### config.mk
export PLATFORM = sky130hd
export DESIGN_NAME = gpio_port_ctrl
export DESIGN_NICKNAME = d
export VERILOG_FILES = /design/src/rtl/gpio_pkg.sv /design/src/rtl/gpio_sync.sv /design/src/rtl/gpio_bank_regs.sv /design/src/rtl/gpio_read_mux.sv /design/src/rtl/gpio_port_ctrl.sv
export SDC_FILE = /design/constraint.sdc
export NUM_CORES = 1
export LEC_CHECK = 0
export BUFFER_PORTS_ARGS = -buffer_cell sky130_fd_sc_hd__buf_2
export CORE_ASPECT_RATIO = 0.6
export CORE_UTILIZATION = 30
export DETAILED_ROUTE_END_ITERATION = 10
export PLACE_DENSITY = 0.56
export SETUP_SLACK_MARGIN = 0.3
export SLEW_MARGIN = 20
export SYNTH_ARGS = -nofsm -noshare
export SYNTH_HDL_FRONTEND = slang
export SYNTH_SLANG_ARGS = --single-unit
### constraint.sdc
create_clock -name clk -period 1.05 [get_ports clk]
set_input_delay 0.1575 -clock clk [delete_from_list [all_inputs] [get_ports clk]]
set_output_delay 0.1575 -clock clk [all_outputs]
set_load 0.01 [all_outputs]
### src/rtl/gpio_pkg.sv
package gpio_pkg;

  typedef enum logic [2:0] {
    FT_LEVEL = 3'd0,
    FT_DIR   = 3'd1,
    FT_SET   = 3'd2,
    FT_CLR   = 3'd3,
    FT_RISE  = 3'd4,
    FT_FALL  = 3'd5,
    FT_EDGE  = 3'd6,
    FT_ALT   = 3'd7
  } gpio_feat_e;

  typedef struct packed {
    logic       hit;
    gpio_feat_e feat;
    logic [15:0] sub;
  } gpio_dec_t;

  // Map a byte address onto feature / word-within-feature.
  function automatic gpio_dec_t gpio_decode(input logic [31:0] byte_addr,
                                            input int unsigned nreg);
    gpio_dec_t   d;
    int unsigned wi;
    wi    = int'(byte_addr >> 2);
    d.hit = 1'b0;
    d.feat = FT_LEVEL;
    d.sub  = '0;
    if (wi < 9 * nreg) begin
      if (wi >= 7 * nreg) begin
        d.feat = FT_ALT;
        d.sub  = 16'(wi - 7 * nreg);
      end else begin
        d.feat = gpio_feat_e'(3'(wi / nreg));
        d.sub  = 16'(wi % nreg);
      end
      d.hit = !(d.feat inside {FT_RISE, FT_FALL, FT_EDGE});
    end
    return d;
  endfunction

  // Plain-GPIO test on one packed 2-bit function field.
  function automatic logic gpio_fn_is_plain(input logic [1:0] fld);
    return fld == 2'b00;
  endfunction

endpackage

### src/rtl/gpio_sync.sv
module gpio_sync #(
  parameter int W      = 64,
  parameter int STAGES = 2
) (
  input  logic         clk,
  input  logic         rst_n,
  input  logic [W-1:0] d,
  output logic [W-1:0] q
);
  logic [W-1:0] stg [STAGES];

  always_ff @(posedge clk or negedge rst_n) begin
    if (!rst_n) begin
      for (int i = 0; i < STAGES; i++) stg[i] <= '0;
    end else begin
      stg[0] <= d;
      for (int i = 1; i < STAGES; i++) stg[i] <= stg[i-1];
    end
  end

  assign q = stg[STAGES-1];
endmodule

### src/rtl/gpio_bank_regs.sv
module gpio_bank_regs import gpio_pkg::*; #(
  parameter int NUM_PINS = 64
) (
  input  logic                  clk,
  input  logic                  rst_n,
  input  logic                  wr_en,
  input  gpio_dec_t             wr_dec,
  input  logic [31:0]           wr_data,
  output logic [NUM_PINS-1:0]   dir_q,
  output logic [NUM_PINS-1:0]   out_q,
  output logic [2*NUM_PINS-1:0] alt_q
);
  localparam int NREG      = NUM_PINS / 32;
  localparam int ALT_WORDS = 2 * NREG;

  logic wr_dir, wr_set, wr_clr, wr_alt;
  assign wr_dir = wr_en && wr_dec.hit && (wr_dec.feat == FT_DIR);
  assign wr_set = wr_en && wr_dec.hit && (wr_dec.feat == FT_SET);
  assign wr_clr = wr_en && wr_dec.hit && (wr_dec.feat == FT_CLR);
  assign wr_alt = wr_en && wr_dec.hit && (wr_dec.feat == FT_ALT);

  always_ff @(posedge clk or negedge rst_n) begin
    if (!rst_n) begin
      dir_q <= '0;
      out_q <= '0;
    end else begin
      for (int w = 0; w < NREG; w++) begin
        if (wr_dec.sub == 16'(w)) begin
          if (wr_dir) dir_q[w*32 +: 32] <= wr_data;
          if (wr_set) out_q[w*32 +: 32] <= out_q[w*32 +: 32] | wr_data;
          if (wr_clr) out_q[w*32 +: 32] <= out_q[w*32 +: 32] & ~wr_data;
        end
      end
    end
  end

  always_ff @(posedge clk or negedge rst_n) begin
    if (!rst_n) begin
      alt_q <= '0;
    end else begin
      for (int a = 0; a < ALT_WORDS; a++) begin
        if (wr_alt && wr_dec.sub == 16'(a)) alt_q[a*32 +: 32] <= wr_data;
      end
    end
  end
endmodule

### src/rtl/gpio_read_mux.sv
module gpio_read_mux import gpio_pkg::*; #(
  parameter int NUM_PINS = 64
) (
  input  gpio_dec_t             rd_dec,
  input  logic [NUM_PINS-1:0]   level,
  input  logic [NUM_PINS-1:0]   dir_q,
  input  logic [2*NUM_PINS-1:0] alt_q,
  output logic [31:0]           rd_word
);
  localparam int NREG      = NUM_PINS / 32;
  localparam int ALT_WORDS = 2 * NREG;

  always_comb begin
    rd_word = '0;
    if (rd_dec.hit) begin
      unique case (rd_dec.feat)
        FT_LEVEL: for (int w = 0; w < NREG; w++)
                    if (rd_dec.sub == 16'(w)) rd_word = level[w*32 +: 32];
        FT_DIR:   for (int w = 0; w < NREG; w++)
                    if (rd_dec.sub == 16'(w)) rd_word = dir_q[w*32 +: 32];
        FT_ALT:   for (int a = 0; a < ALT_WORDS; a++)
                    if (rd_dec.sub == 16'(a)) rd_word = alt_q[a*32 +: 32];
        default:  rd_word = '0;
      endcase
    end
  end
endmodule

### src/rtl/gpio_port_ctrl.sv
module gpio_port_ctrl import gpio_pkg::*; #(
  parameter int NUM_PINS = 64,
  parameter int ADDR_W   = $clog2(NUM_PINS / 32 * 9 * 4)
) (
  input  logic                clk,
  input  logic                rst_n,
  input  logic                bus_wr_en,
  input  logic                bus_rd_en,
  input  logic [ADDR_W-1:0]   bus_addr,
  input  logic [31:0]         bus_wdata,
  output logic [31:0]         bus_rdata,
  input  logic [NUM_PINS-1:0] pad_in,
  output logic [NUM_PINS-1:0] pad_out,
  output logic [NUM_PINS-1:0] pad_oe
);
  localparam int NREG = NUM_PINS / 32;

  gpio_dec_t             bus_dec;
  logic [NUM_PINS-1:0]   level_sync;
  logic [NUM_PINS-1:0]   dir_q;
  logic [NUM_PINS-1:0]   out_q;
  logic [2*NUM_PINS-1:0] alt_q;
  logic [31:0]           rd_word;

  assign bus_dec = gpio_decode(32'(bus_addr), NREG);

  gpio_sync #(.W(NUM_PINS), .STAGES(2)) u_sync (
    .clk(clk), .rst_n(rst_n), .d(pad_in), .q(level_sync)
  );

  gpio_bank_regs #(.NUM_PINS(NUM_PINS)) u_regs (
    .clk(clk), .rst_n(rst_n), .wr_en(bus_wr_en), .wr_dec(bus_dec),
    .wr_data(bus_wdata), .dir_q(dir_q), .out_q(out_q), .alt_q(alt_q)
  );

  gpio_read_mux #(.NUM_PINS(NUM_PINS)) u_rmux (
    .rd_dec(bus_dec), .level(level_sync), .dir_q(dir_q),
    .alt_q(alt_q), .rd_word(rd_word)
  );

  always_ff @(posedge clk or negedge rst_n) begin
    if (!rst_n) bus_rdata <= '0;
    else        bus_rdata <= bus_rd_en ? rd_word : 32'h0;
  end

  for (genvar p = 0; p < NUM_PINS; p++) begin : g_pin
    assign pad_oe[p] = dir_q[p] & gpio_fn_is_plain(alt_q[2*p +: 2]);
  end

  assign pad_out = out_q;
endmodule

==> results of run 1 <==
Yosys cell counts (3+ instances only):
cell type | number | area, um2
sky130_fd_sc_hd__nand2_1 | 166 | 623
sky130_fd_sc_hd__inv_1 | 68 | 255
sky130_fd_sc_hd__o32ai_1 | 32 | 280
sky130_fd_sc_hd__nor3b_1 | 32 | 240
sky130_fd_sc_hd__o31ai_1 | 32 | 240
sky130_fd_sc_hd__nand2b_1 | 3 | 18.8
sky130_fd_sc_hd__dfrtp_1 | 416 | 10400
sky130_fd_sc_hd__a211oi_1 | 32 | 240
sky130_fd_sc_hd__a22oi_1 | 32 | 240
sky130_fd_sc_hd__buf_4 | 15 | 113
sky130_fd_sc_hd__clkbuf_1 | 72 | 270
sky130_fd_sc_hd__a21oi_1 | 98 | 490
sky130_fd_sc_hd__nor2_1 | 4 | 15.0
sky130_fd_sc_hd__mux2_1 | 40 | 450
sky130_fd_sc_hd__buf_2 | 35 | 175
sky130_fd_sc_hd__a31oi_1 | 32 | 200
sky130_fd_sc_hd__mux2_2 | 184 | 2070
sky130_fd_sc_hd__and3_1 | 34 | 213
sky130_fd_sc_hd__o21ai_0 | 31 | 155
sky130_fd_sc_hd__nor3_1 | 33 | 165
logic make-up after synthesis:
group,after synthesis
buf+inv,192
mux,224
fa+ha+maj,2
simple gates,290
xor+xnor,2
compound gates,300
flops,416
power by group through the flow:
stage	Clock (W)	Sequential (W)	Combinational, W
after floorplan	0	0.0198	0.00369
after global placement	0	0.0200	0.00761
after detailed placement	0	0.0201	0.00777
after CTS	0.0169	0.0199	0.0103
after global routing	0.0175	0.0203	0.0138
final	0.0166	0.0201	0.0131
final cells by class:
class,count,share of cell area (%)
Timing Repair Buffer,776,26.4
Sequential cell,416,36.5
Clock buffer,53,4.18
Inverter,68,0.902
Multi-Input combinational cell,818,27.6
Clock inverter,22,1.14
Antenna cell,2,0.0175
Tap cell,759,3.32
what timing repair did:
action / CTS / global route
gates resized for setup: 356 / 298
cloned: 17 / 18
endpoints found under the setup margin: 448 / 556
buffers inserted: 86 / 97
hold endpoints to repair: 538 / 2
pin swaps: 71 / 58
stage by stage:
| stage | TNS (ns) | worst slack, ns |
|---|---|---|
| 6_report | -209.32 | -0.693 |
| 5_1_grt | -223.36 | -0.767 |
| 4_1_cts | -209.18 | -0.630 |
| 3_5_place_dp | -344.17 | -1.39 |
| 3_3_place_gp | -332.55 | -1.35 |
| 2_1_floorplan | -227.45 | -0.889 |
final timing paths:
path,startpoint,endpoint,slack [ns],cells past startpoint
worst max-delay path,bus_addr[3],bus_rdata[20],-0.69,13
worst max register to register,u_regs.dir_q[48],bus_rdata[16],-0.49,6
min in group asynchronous,rst_n,u_regs.alt_q[77],0.05,2
worst min register to register,u_sync.stg[122],u_sync.q[58],0.34,0
max in group asynchronous,rst_n,asynchronous set/reset pin,0.38,4
worst min-delay path,bus_wdata[12],flop,-0.03,3
routing by layer:
metal / vias to the layer above / GRT usage (%) / share of wire [%]
met5: - / 0 / 0
met2: 671 / 33.0 / 43
met4: 0 / 6.27 / 2.7
met3: 128 / 5.22 / 8.2
li1: 6464 / - / -
met1: 7814 / 33.0 / 46
worst max-delay path, cell delays in order:
cell and delay (ns):
sky130_fd_sc_hd__buf_8 0.10, sky130_fd_sc_hd__buf_6 0.12, sky130_fd_sc_hd__inv_4 0.05, sky130_fd_sc_hd__ha_4 0.19, sky130_fd_sc_hd__or4_4 0.52, sky130_fd_sc_hd__a221oi_4 0.21
sky130_fd_sc_hd__buf_6 0.17, sky130_fd_sc_hd__buf_6 0.11, sky130_fd_sc_hd__buf_16 0.12, sky130_fd_sc_hd__a21oi_2 0.05, sky130_fd_sc_hd__o21ai_1 0.12, sky130_fd_sc_hd__a21oi_1 0.11
sky130_fd_sc_hd__buf_4 0.16
==> flow_summary.rst, run 1 <==
.. list-table::
   :header-rows: 1

   * - Metric
     - Value
   * - Status
     - finished, violations left
   * - Violations in the final reports
     - hold timing, setup timing
   * - Clock tree from TritonCTS
     - done
   * - Detail Placement HPWL
     - 43800 um
   * - Fraction of the mapped netlist area in compound gates
     - 11.6%
   * - Area added between synthesis and finish
     - 65.9%
   * - ANT nets after route
     - 0
   * - Post-route clock period utilization
     - 166%
   * - Net count after synthesis
     - 1535
   * - Vias in the first global route
     - 14.9k
   * - Internal Pwr Total
     - 0.0357 W
   * - Summed area of non-filler cells in the final layout
     - 28600 um2
   * - Predominant post-synthesis flop cell
     - sky130_fd_sc_hd__dfrtp_1
   * - Grt ovf
     - 0
   * - Detailed-route vias per instance
     - 5.17
   * - Root buf cell
     - sky130_fd_sc_hd__clkbuf_16
   * - Clock-pin slew on the worst setup and hold paths
     - 0.06 ns
   * - Clk sink count
     - 416
   * - Number of filler instances in the final layout
     - 4712
   * - Combinational power share
     - 26.2%
   * - Share of final-layout standard cells stronger than drive strength 1
     - 57.8%
   * - CP Data Arrival Time
     - 2.20 ns
   * - Global-route wire length before repair
     - 98300 um
   * - Required time reported for the critical path endpoint
     - 1.51 ns
   * - Synth Area per Inst
     - 12.1 um2
   * - Final Hold Slack
     - -0.0256 ns
   * - Actual transition at the worst max-transition pin
     - 0.536 ns
   * - Number of pins exceeding their max-slew limit in the final report
     - 0
   * - H-tree depth reported by CTS
     - 2
   * - Leak
     - 13.5 nW
   * - Overall track demand over capacity in global routing
     - 22.5%
   * - Area inside the core boundary
     - 56300 um2
   * - Number of iterations in the first detailed-routing pass
     - 7
   * - Final critical path time including I/O delays and setup
     - 1.74 ns
   * - Unrepaired setup endpoints after global routing
     - true
   * - Remaining routing DRC violations
     - 0
   * - Cell area after placement
     - 21100 um2
   * - Pin count of the biggest net entering global routing
     - 62
   * - Initial core utilization
     - 30.6%
   * - Maximum fanout count along the critical path
     - 5
   * - Area occupied by multi-input gates
     - 7880 um2
   * - Psw
     - 0.0141 W
   * - Overall die area
     - 58400 um2
   * - Most frequent standard cell in the layout excluding fill and tap cells
     - sky130_fd_sc_hd__dfrtp_1
   * - Overall die height
     - 188 um
   * - Average wire per standard cell
     - 24.4 um
   * - Adder-cell share of the synthesized area
     - 0.145%
   * - Parity-gate share of the synthesized area counting xor and xnor cells
     - 0.145%
   * - Number of non-filler instances in the completed layout
     - 2914
   * - Initial antenna violation count
     - 2
   * - Post-synthesis cell type count
     - 46
   * - Fraction of power consumed by the clock network
     - 33.4%
   * - Vias after detailed routing
     - 15.1k
   * - Core occupancy in the finished layout
     - 50.8%
   * - Number of flops mapped to enable cells by yosys
     - 0
   * - Sequential cell area
     - 10400 um2
   * - Worst setup slack after layout
     - -0.693 ns
   * - Flip-flop and latch count after synthesis
     - 416
   * - Power density over cell area
     - 1740 nW/um2
   * - Number of hold-repair buffers added at the cts stage
     - 100
   * - Starting DRC count in detailed routing
     - 1235
   * - Sequential Power Share
     - 40.4%
   * - Count of yosys warnings during synthesis
     - 0
   * - Share of synthesized flip-flops with an asynchronous set or reset
     - 100%
   * - Aggregate routed wire length
     - 71100 um
   * - Maximum frequency from static timing analysis
     - 574 MHz
   * - Clock tree buffer depth
     - 3
   * - Number of cell rows
     - 67
   * - Post-synthesis sequential area ratio
     - 60.4%
   * - Final count of hold timing violations
     - 2
   * - Number of cells after detailed placement
     - 2519
   * - Largest voltage drop on the vdd net
     - 1.09 mV
   * - Worst min-delay path category
     - in2reg
   * - Count of port buffers added during placement
     - 264
   * - Area share of and/or/nand/nor cells after synthesis
     - 8.31%
   * - Element type at the critical path start
     - primary input
   * - Setup Skew
     - 0.0207 ns
   * - Sw frac
     - 28.3%
   * - Clock latency at the later pin of the worst-skew pair
     - 0.58 ns
   * - Multiplexer share of the synthesized area
     - 14.6%
   * - Die extent in x
     - 311 um
   * - Synthesized area
     - 17200 um2
   * - I/O pin count
     - 267
   * - Class of the most critical setup path
     - in2reg
   * - Final count of negative-setup-slack endpoints
     - 448
   * - Worst max-slew margin expressed relative to the limit
     - 64.2%
   * - Placer's final routability congestion estimate
     - 0.888
   * - Nets
     - 2231
   * - Largest family of logic cells by synthesized area
     - multiplexers
   * - Element type at the critical path end
     - flop
   * - Leading cell types in the layout, fill and taps excluded
     - sky130_fd_sc_hd__dfrtp_1, sky130_fd_sc_hd__buf_4, sky130_fd_sc_hd__buf_2
   * - Max Cap Violations
     - 0
   * - TritonCTS Buffers
     - 42
   * - Number of cells produced by synthesis
     - 1426
   * - Total power draw
     - 0.0498 W
(Power assumes the default switching activity.)
==> inputs of run 2 (changes only) <==
--- a/config.mk
+++ b/config.mk
@@ -6,10 +6,12 @@
 export NUM_CORES = 1
 export LEC_CHECK = 0
 export BUFFER_PORTS_ARGS = -buffer_cell sky130_fd_sc_hd__buf_2
+export CELL_PAD_IN_SITES_DETAIL_PLACEMENT = 0
+export CELL_PAD_IN_SITES_GLOBAL_PLACEMENT = 1
 export CORE_ASPECT_RATIO = 0.6
 export CORE_UTILIZATION = 30
 export DETAILED_ROUTE_END_ITERATION = 10
-export PLACE_DENSITY = 0.56
+export PLACE_DENSITY = 0.66
 export SETUP_SLACK_MARGIN = 0.3
 export SLEW_MARGIN = 20
 export SYNTH_ARGS = -nofsm -noshare
==> constraint.sdc (replaced) <==
create_clock -name clk -period 1.6 [get_ports clk]
set_input_delay 0.24 -clock clk [delete_from_list [all_inputs] [get_ports clk]]
set_output_delay 0.24 -clock clk [all_outputs]
set_load 0.01 [all_outputs]
==> flow_summary.rst, run 2 (synthesis gave the netlist of run 1 again) <==
.. list-table::
   :header-rows: 1

   * - Metric
     - Value
   * - Number of cell rows
     - 67
   * - Clock tree from TritonCTS
     - done
   * - Leak
     - 13.0 nW
   * - Power density over cell area
     - 1150 nW/um2
   * - ANT nets after route
     - 0
   * - Initial antenna violation count
     - 3
   * - Die extent in x
     - 311 um
   * - Core occupancy in the finished layout
     - 49.5%
   * - Number of iterations in the first detailed-routing pass
     - 5
   * - Violations in the final reports
     - setup timing
   * - Grt ovf
     - 0
   * - Max Cap Violations
     - 0
   * - Dominant cell type by count on the critical path
     - sky130_fd_sc_hd__buf_12
   * - Overall die area
     - 58400 um2
   * - Area inside the core boundary
     - 56300 um2
   * - Unrepaired setup endpoints after global routing
     - true
   * - Aggregate routed wire length
     - 71800 um
   * - Actual transition at the worst max-transition pin
     - 0.471 ns
   * - Class of the most critical setup path
     - in2reg
   * - Detailed-route vias per instance
     - 5.20
   * - Clock latency at the later pin of the worst-skew pair
     - 0.59 ns
   * - Pin count of the biggest net entering global routing
     - 64
   * - H-tree depth reported by CTS
     - 2
   * - Global-route wire length before repair
     - 102000 um
   * - Clock-pin slew on the worst setup and hold paths
     - 0.06 ns
   * - Area added between synthesis and finish
     - 61.5%
   * - Area occupied by multi-input gates
     - 7970 um2
   * - Cell chain of the critical path
     - buf_8 > ha_4 > xor2_4 > buf_12 > nor2_4 > buf_6 > a221oi_4 > buf_6 > nor2_4 > nand3_4 > buf_12 > buf_12 > buf_16 > mux2_2
   * - Root buf cell
     - sky130_fd_sc_hd__clkbuf_16
   * - Worst setup slack after layout
     - -0.231 ns
   * - Overall die height
     - 188 um
   * - Number of filler instances in the final layout
     - 4848
   * - Number of cells after detailed placement
     - 2440
   * - Number of pins exceeding their max-slew limit in the final report
     - 0
   * - CP Data Arrival Time
     - 2.29 ns
   * - Nets
     - 2160
   * - Clock tree buffer depth
     - 3
   * - Final count of negative-setup-slack endpoints
     - 283
   * - Required time reported for the critical path endpoint
     - 2.06 ns
   * - Worst min-delay path category
     - in2reg
   * - Worst max-slew margin expressed relative to the limit
     - 68.5%
   * - Initial core utilization
     - 30.6%
   * - Most frequent standard cell in the layout excluding fill and tap cells
     - sky130_fd_sc_hd__dfrtp_1
   * - Largest voltage drop on the vdd net
     - 0.716 mV
   * - Number of non-filler instances in the completed layout
     - 2845
   * - Remaining routing DRC violations
     - 0
   * - Setup Skew
     - 0.0258 ns
   * - Clk sink count
     - 416
   * - Average wire per standard cell
     - 25.2 um
   * - Count of port buffers added during placement
     - 264
   * - Final critical path time including I/O delays and setup
     - 1.83 ns
   * - Detail Placement HPWL
     - 42700 um
   * - Placer's final routability congestion estimate
     - 0.869
   * - Cell area after placement
     - 20400 um2
   * - Summed area of non-filler cells in the final layout
     - 27800 um2
   * - Overall track demand over capacity in global routing
     - 23.5%
   * - Status
     - finished, violations left
   * - Maximum fanout count along the critical path
     - 5
   * - Vias after detailed routing
     - 14.8k
   * - Element type at the critical path end
     - flop
   * - Starting DRC count in detailed routing
     - 1286
   * - Sequential cell area
     - 10400 um2
   * - Vias in the first global route
     - 14.8k
   * - Share of final-layout standard cells stronger than drive strength 1
     - 60.0%
   * - I/O pin count
     - 267
   * - Final count of hold timing violations
     - 0
   * - Post-route clock period utilization
     - 114%
   * - Crit-path slowest cell
     - sky130_fd_sc_hd__mux2_2
   * - Element type at the critical path start
     - primary input
   * - TritonCTS Buffers
     - 42
   * - Max stage delay on crit path
     - 0.27 ns
   * - Leading cell types in the layout, fill and taps excluded
     - sky130_fd_sc_hd__dfrtp_1, sky130_fd_sc_hd__buf_4, sky130_fd_sc_hd__buf_2
   * - Maximum frequency from static timing analysis
     - 546 MHz
## run 2: cell type report
class	instances	area share (%)
clock buffer	54	4.26
clock inverter	23	0.998
sequential	416	37.5
multi-input combinational	818	28.6
timing repair buffer	705	24.3
tap	759	3.41
inverter	68	0.926
antenna	2	0.0180
## run 2: worst paths after layout
| kind | end | slack [ns] | cells past startpoint | startpoint |
|---|---|---|---|---|
| max in group asynchronous | u_regs.dir_q[57] | 0.69 | 3 | rst_n |
| min in group asynchronous | bus_rdata[15] | 0.17 | 2 | rst_n |
| worst min register to register | u_sync.q[34] | 0.34 | 0 | u_sync.stg[98] |
| worst max register to register | bus_rdata[17] | 0.22 | 5 | u_regs.dir_q[49] |
| worst min-delay path | flop | 0.02 | 2 | bus_wdata[2] |
| worst max-delay path | u_regs.dir_q[21] | -0.23 | 14 | bus_addr[4] |
## run 2: metrics by stage
stage          hold slack (ns)  total power, W  TNS [ns]  setup slack (ns)
3_5_place_dp             0.171          0.0180   -198.17            -0.831
4_1_cts                0.00317          0.0312    -17.61            -0.179
3_3_place_gp             0.173          0.0178   -193.76            -0.845
6_report                0.0223          0.0320    -37.88            -0.231
2_1_floorplan          -0.0556          0.0154    -92.81            -0.421
5_1_grt                 0.0287          0.0332    -44.57            -0.262
## run 2: worst max-delay path: cells and delay by family
family	cells	cell delay, ns
AO/OA/AOI/OAI	1	0.05
XOR/XNOR	1	0.16
adder cells (fa/ha/maj)	1	0.18
buffers and inverters	7	0.94
multiplexers	1	0.27
AND/OR/NAND/NOR	3	0.44
## run 2: routing by layer
layer / up-vias / GRT usage, % / wire length, um
met3: 97 / 5.57 / 6890
li1: 6310 / - / -
met5: - / 0 / 0
met1: 7717 / 34.9 / 32600
met2: 670 / 34.9 / 31100
met4: 0 / 4.04 / 1290
## run 2: where the power goes
group / switching [W] / internal, W
logic: 0.00359 / 0.00459
clock network: 0.00447 / 0.00610
registers: 0.00122 / 0.0120
## run 2: what timing repair did
action / 4_1_cts / 5_1_grt
gates resized for setup: 501 / 112
hold buffers: 67 / 0
gates cloned: 29 / 9
setup buffers: 150 / 71
setup endpoints to repair: 448 / 448
pin swaps: 142 / 80
hold endpoints to repair: 312 / 0
==> inputs of run 3 (changes only) <==
--- a/config.mk
+++ b/config.mk
@@ -5,13 +5,13 @@
 export SDC_FILE = /design/constraint.sdc
 export NUM_CORES = 1
 export LEC_CHECK = 0
-export BUFFER_PORTS_ARGS = -buffer_cell sky130_fd_sc_hd__buf_2
+export BUFFER_PORTS_ARGS = -buffer_cell sky130_fd_sc_hd__clkbuf_2
 export CELL_PAD_IN_SITES_DETAIL_PLACEMENT = 0
 export CELL_PAD_IN_SITES_GLOBAL_PLACEMENT = 1
 export CORE_ASPECT_RATIO = 0.6
 export CORE_UTILIZATION = 30
 export DETAILED_ROUTE_END_ITERATION = 10
-export PLACE_DENSITY = 0.66
+export PLACE_DENSITY = 0.63
 export SETUP_SLACK_MARGIN = 0.3
 export SLEW_MARGIN = 20
 export SYNTH_ARGS = -nofsm -noshare
==> constraint.sdc (replaced) <==
create_clock -name clk -period 2.3 [get_ports clk]
set_input_delay 0.345 -clock clk [delete_from_list [all_inputs] [get_ports clk]]
set_output_delay 0.345 -clock clk [all_outputs]
set_load 0.01 [all_outputs]
==> flow_summary.rst, run 3 (synthesis gave the netlist of run 1 again) <==
.. list-table::
   :header-rows: 1

   * - Metric
     - Value
   * - Status
     - finished, final reports clean
   * - Max Cap Violations
     - 0
   * - TritonCTS Buffers
     - 43
   * - I/O pin count
     - 267
   * - Average wire per standard cell
     - 23.3 um
   * - Setup TNS after final layout
     - 0 ns
   * - Vias after detailed routing
     - 13.0k
   * - Element type at the critical path start
     - flop
   * - Overall die area
     - 58400 um2
   * - Final Hold Slack
     - 0.127 ns
   * - Number of pins exceeding their max-slew limit in the final report
     - 0
   * - Final count of hold timing violations
     - 0
   * - Class of the most critical setup path
     - reg2out
   * - Number of cells after detailed placement
     - 2415
   * - Final count of negative-setup-slack endpoints
     - 0
   * - Area added between synthesis and finish
     - 30.6%
   * - Nets
     - 1882
   * - Number of cell rows
     - 67
   * - Vias in the first global route
     - 13.0k
   * - Clock tree buffer depth
     - 3
   * - Die extent in x
     - 311 um
   * - Final critical path time including I/O delays and setup
     - 1.93 ns
   * - Largest voltage drop on the vdd net
     - 0.460 mV
   * - Detail Placement HPWL
     - 42100 um
   * - Clock tree from TritonCTS
     - done
   * - Cell chain of the critical path
     - nor3b_2 > clkbuf_2
   * - Count of port buffers added during placement
     - 264
   * - Area inside the core boundary
     - 56300 um2
   * - Initial core utilization
     - 30.6%
   * - Global-route wire length before repair
     - 86800 um
   * - Overall die height
     - 188 um
   * - Remaining routing DRC violations
     - 0
   * - CP Data Arrival Time
     - 1.59 ns
   * - Required time reported for the critical path endpoint
     - 1.96 ns
   * - Post-route clock period utilization
     - 84.1%
   * - Pin count of the biggest net entering global routing
     - 65
   * - Max stage delay on crit path
     - 0.41 ns
   * - Number of non-filler instances in the completed layout
     - 2567
   * - Detailed-route vias per instance
     - 5.07
   * - Share of final-layout standard cells stronger than drive strength 1
     - 36.9%
   * - Core occupancy in the finished layout
     - 40.0%
   * - Clock latency at the later pin of the worst-skew pair
     - 0.57 ns
   * - Clock-pin slew on the worst setup and hold paths
     - 0.06 ns
   * - Setup Skew
     - 0.0190 ns
   * - ANT nets after route
     - 0
   * - H-tree depth reported by CTS
     - 2
   * - Power density over cell area
     - 877 nW/um2
   * - Summed area of non-filler cells in the final layout
     - 22500 um2
   * - Grt ovf
     - 0
   * - Maximum fanout count along the critical path
     - 3
   * - Element type at the critical path end
     - output port
   * - Maximum frequency from static timing analysis
     - 517 MHz
   * - Worst max-slew margin expressed relative to the limit
     - 59.7%
   * - Number of iterations in the first detailed-routing pass
     - 5
   * - Starting DRC count in detailed routing
     - 1009
   * - Actual transition at the worst max-transition pin
     - 0.604 ns
   * - Overall track demand over capacity in global routing
     - 19.9%
   * - Root buf cell
     - sky130_fd_sc_hd__clkbuf_16
   * - Unrepaired setup endpoints after global routing
     - false
   * - Placer's final routability congestion estimate
     - 0.825
   * - Initial antenna violation count
     - 3
   * - Leading cell types in the layout, fill and taps excluded
     - sky130_fd_sc_hd__dfrtp_1, sky130_fd_sc_hd__clkbuf_2, sky130_fd_sc_hd__mux2_2
   * - Worst min-delay path category
     - in2reg
   * - Crit-path slowest cell
     - sky130_fd_sc_hd__nor3b_2
   * - Cell area after placement
     - 20100 um2
   * - Leak
     - 10.6 nW
   * - Aggregate routed wire length
     - 59900 um
   * - Most frequent standard cell in the layout excluding fill and tap cells
     - sky130_fd_sc_hd__dfrtp_1
   * - Clk sink count
     - 416
[run 3: changes by cell type in the layout (fill, tap and decap cells not counted), sizes merged, moves of 2 or more]
cell	change
clkbuf	+258
clkinv	+2
buf	-533
dlygate4sd3	-2
[run 3: worst max-delay path, delay by kind of cell, from the launching register on]
| family | cells | cell delay [ns] |
|---|---|---|
| AND/OR/NAND/NOR | 1 | 0.41 |
| buffers and inverters | 1 | 0.22 |
| flip-flops | 1 | 0.40 |
[run 3: metal layers]
metal / global-route usage, % / routed length [um]
met1: 30.2 / 29500
met3: 4.35 / 4110
met5: 0 / 0
met4: 4.43 / 1090
met2: 28.7 / 25200
[run 3: what timing repair did]
action,4_1_cts,5_1_grt
endpoints found under the setup margin,12,78
resized for setup,12,18
setup buffers,0,4
pin swaps,0,3
hold buffers,65,0
cloned,0,3
hold endpoints to repair,112,0
[run 3: cell type report]
cell class | count | area [um2]
Multi-Input combinational cell | 818 | 6210
Clock inverter | 23 | 264
Tap cell | 759 | 950
Fill cell | 5322 | 33700
Clock buffer | 56 | 1220
Inverter | 68 | 258
Timing Repair Buffer | 426 | 3200
Sequential cell | 416 | 10400
Antenna cell | 1 | 2.50
[run 3: worst paths after layout]
check / startpoint / endpoint / slack (ns) / depth (start not counted)
worst max-delay path: u_regs.alt_q[43] / pad_oe[21] / 0.37 / 2
worst min-delay path: bus_wdata[30] / flop / 0.13 / 2
max in group asynchronous: rst_n / asynchronous set/reset pin / 1.10 / 4
worst max register to register: u_regs.dir_q[46] / bus_rdata[14] / 1.02 / 4
worst min register to register: u_sync.stg[71] / u_sync.q[7] / 0.35 / 0
min in group asynchronous: rst_n / asynchronous set/reset pin / 0.35 / 2
[run 3: metrics by stage]
| step | power (W) | setup WS (ns) |
|---|---|---|
| after floorplan | 0.0107 | 0.174 |
| after global placement | 0.0123 | -0.266 |
| after detailed placement | 0.0124 | -0.313 |
| after CTS | 0.0199 | 0.286 |
| after global routing | 0.0206 | 0.308 |
| final | 0.0197 | 0.366 |
[run 3: power breakdown]
part	switching, W	internal [W]
clock	0.00309	0.00423
combinational	0.00177	0.00155
sequential	0.000750	0.00835
total	0.00561	0.0141
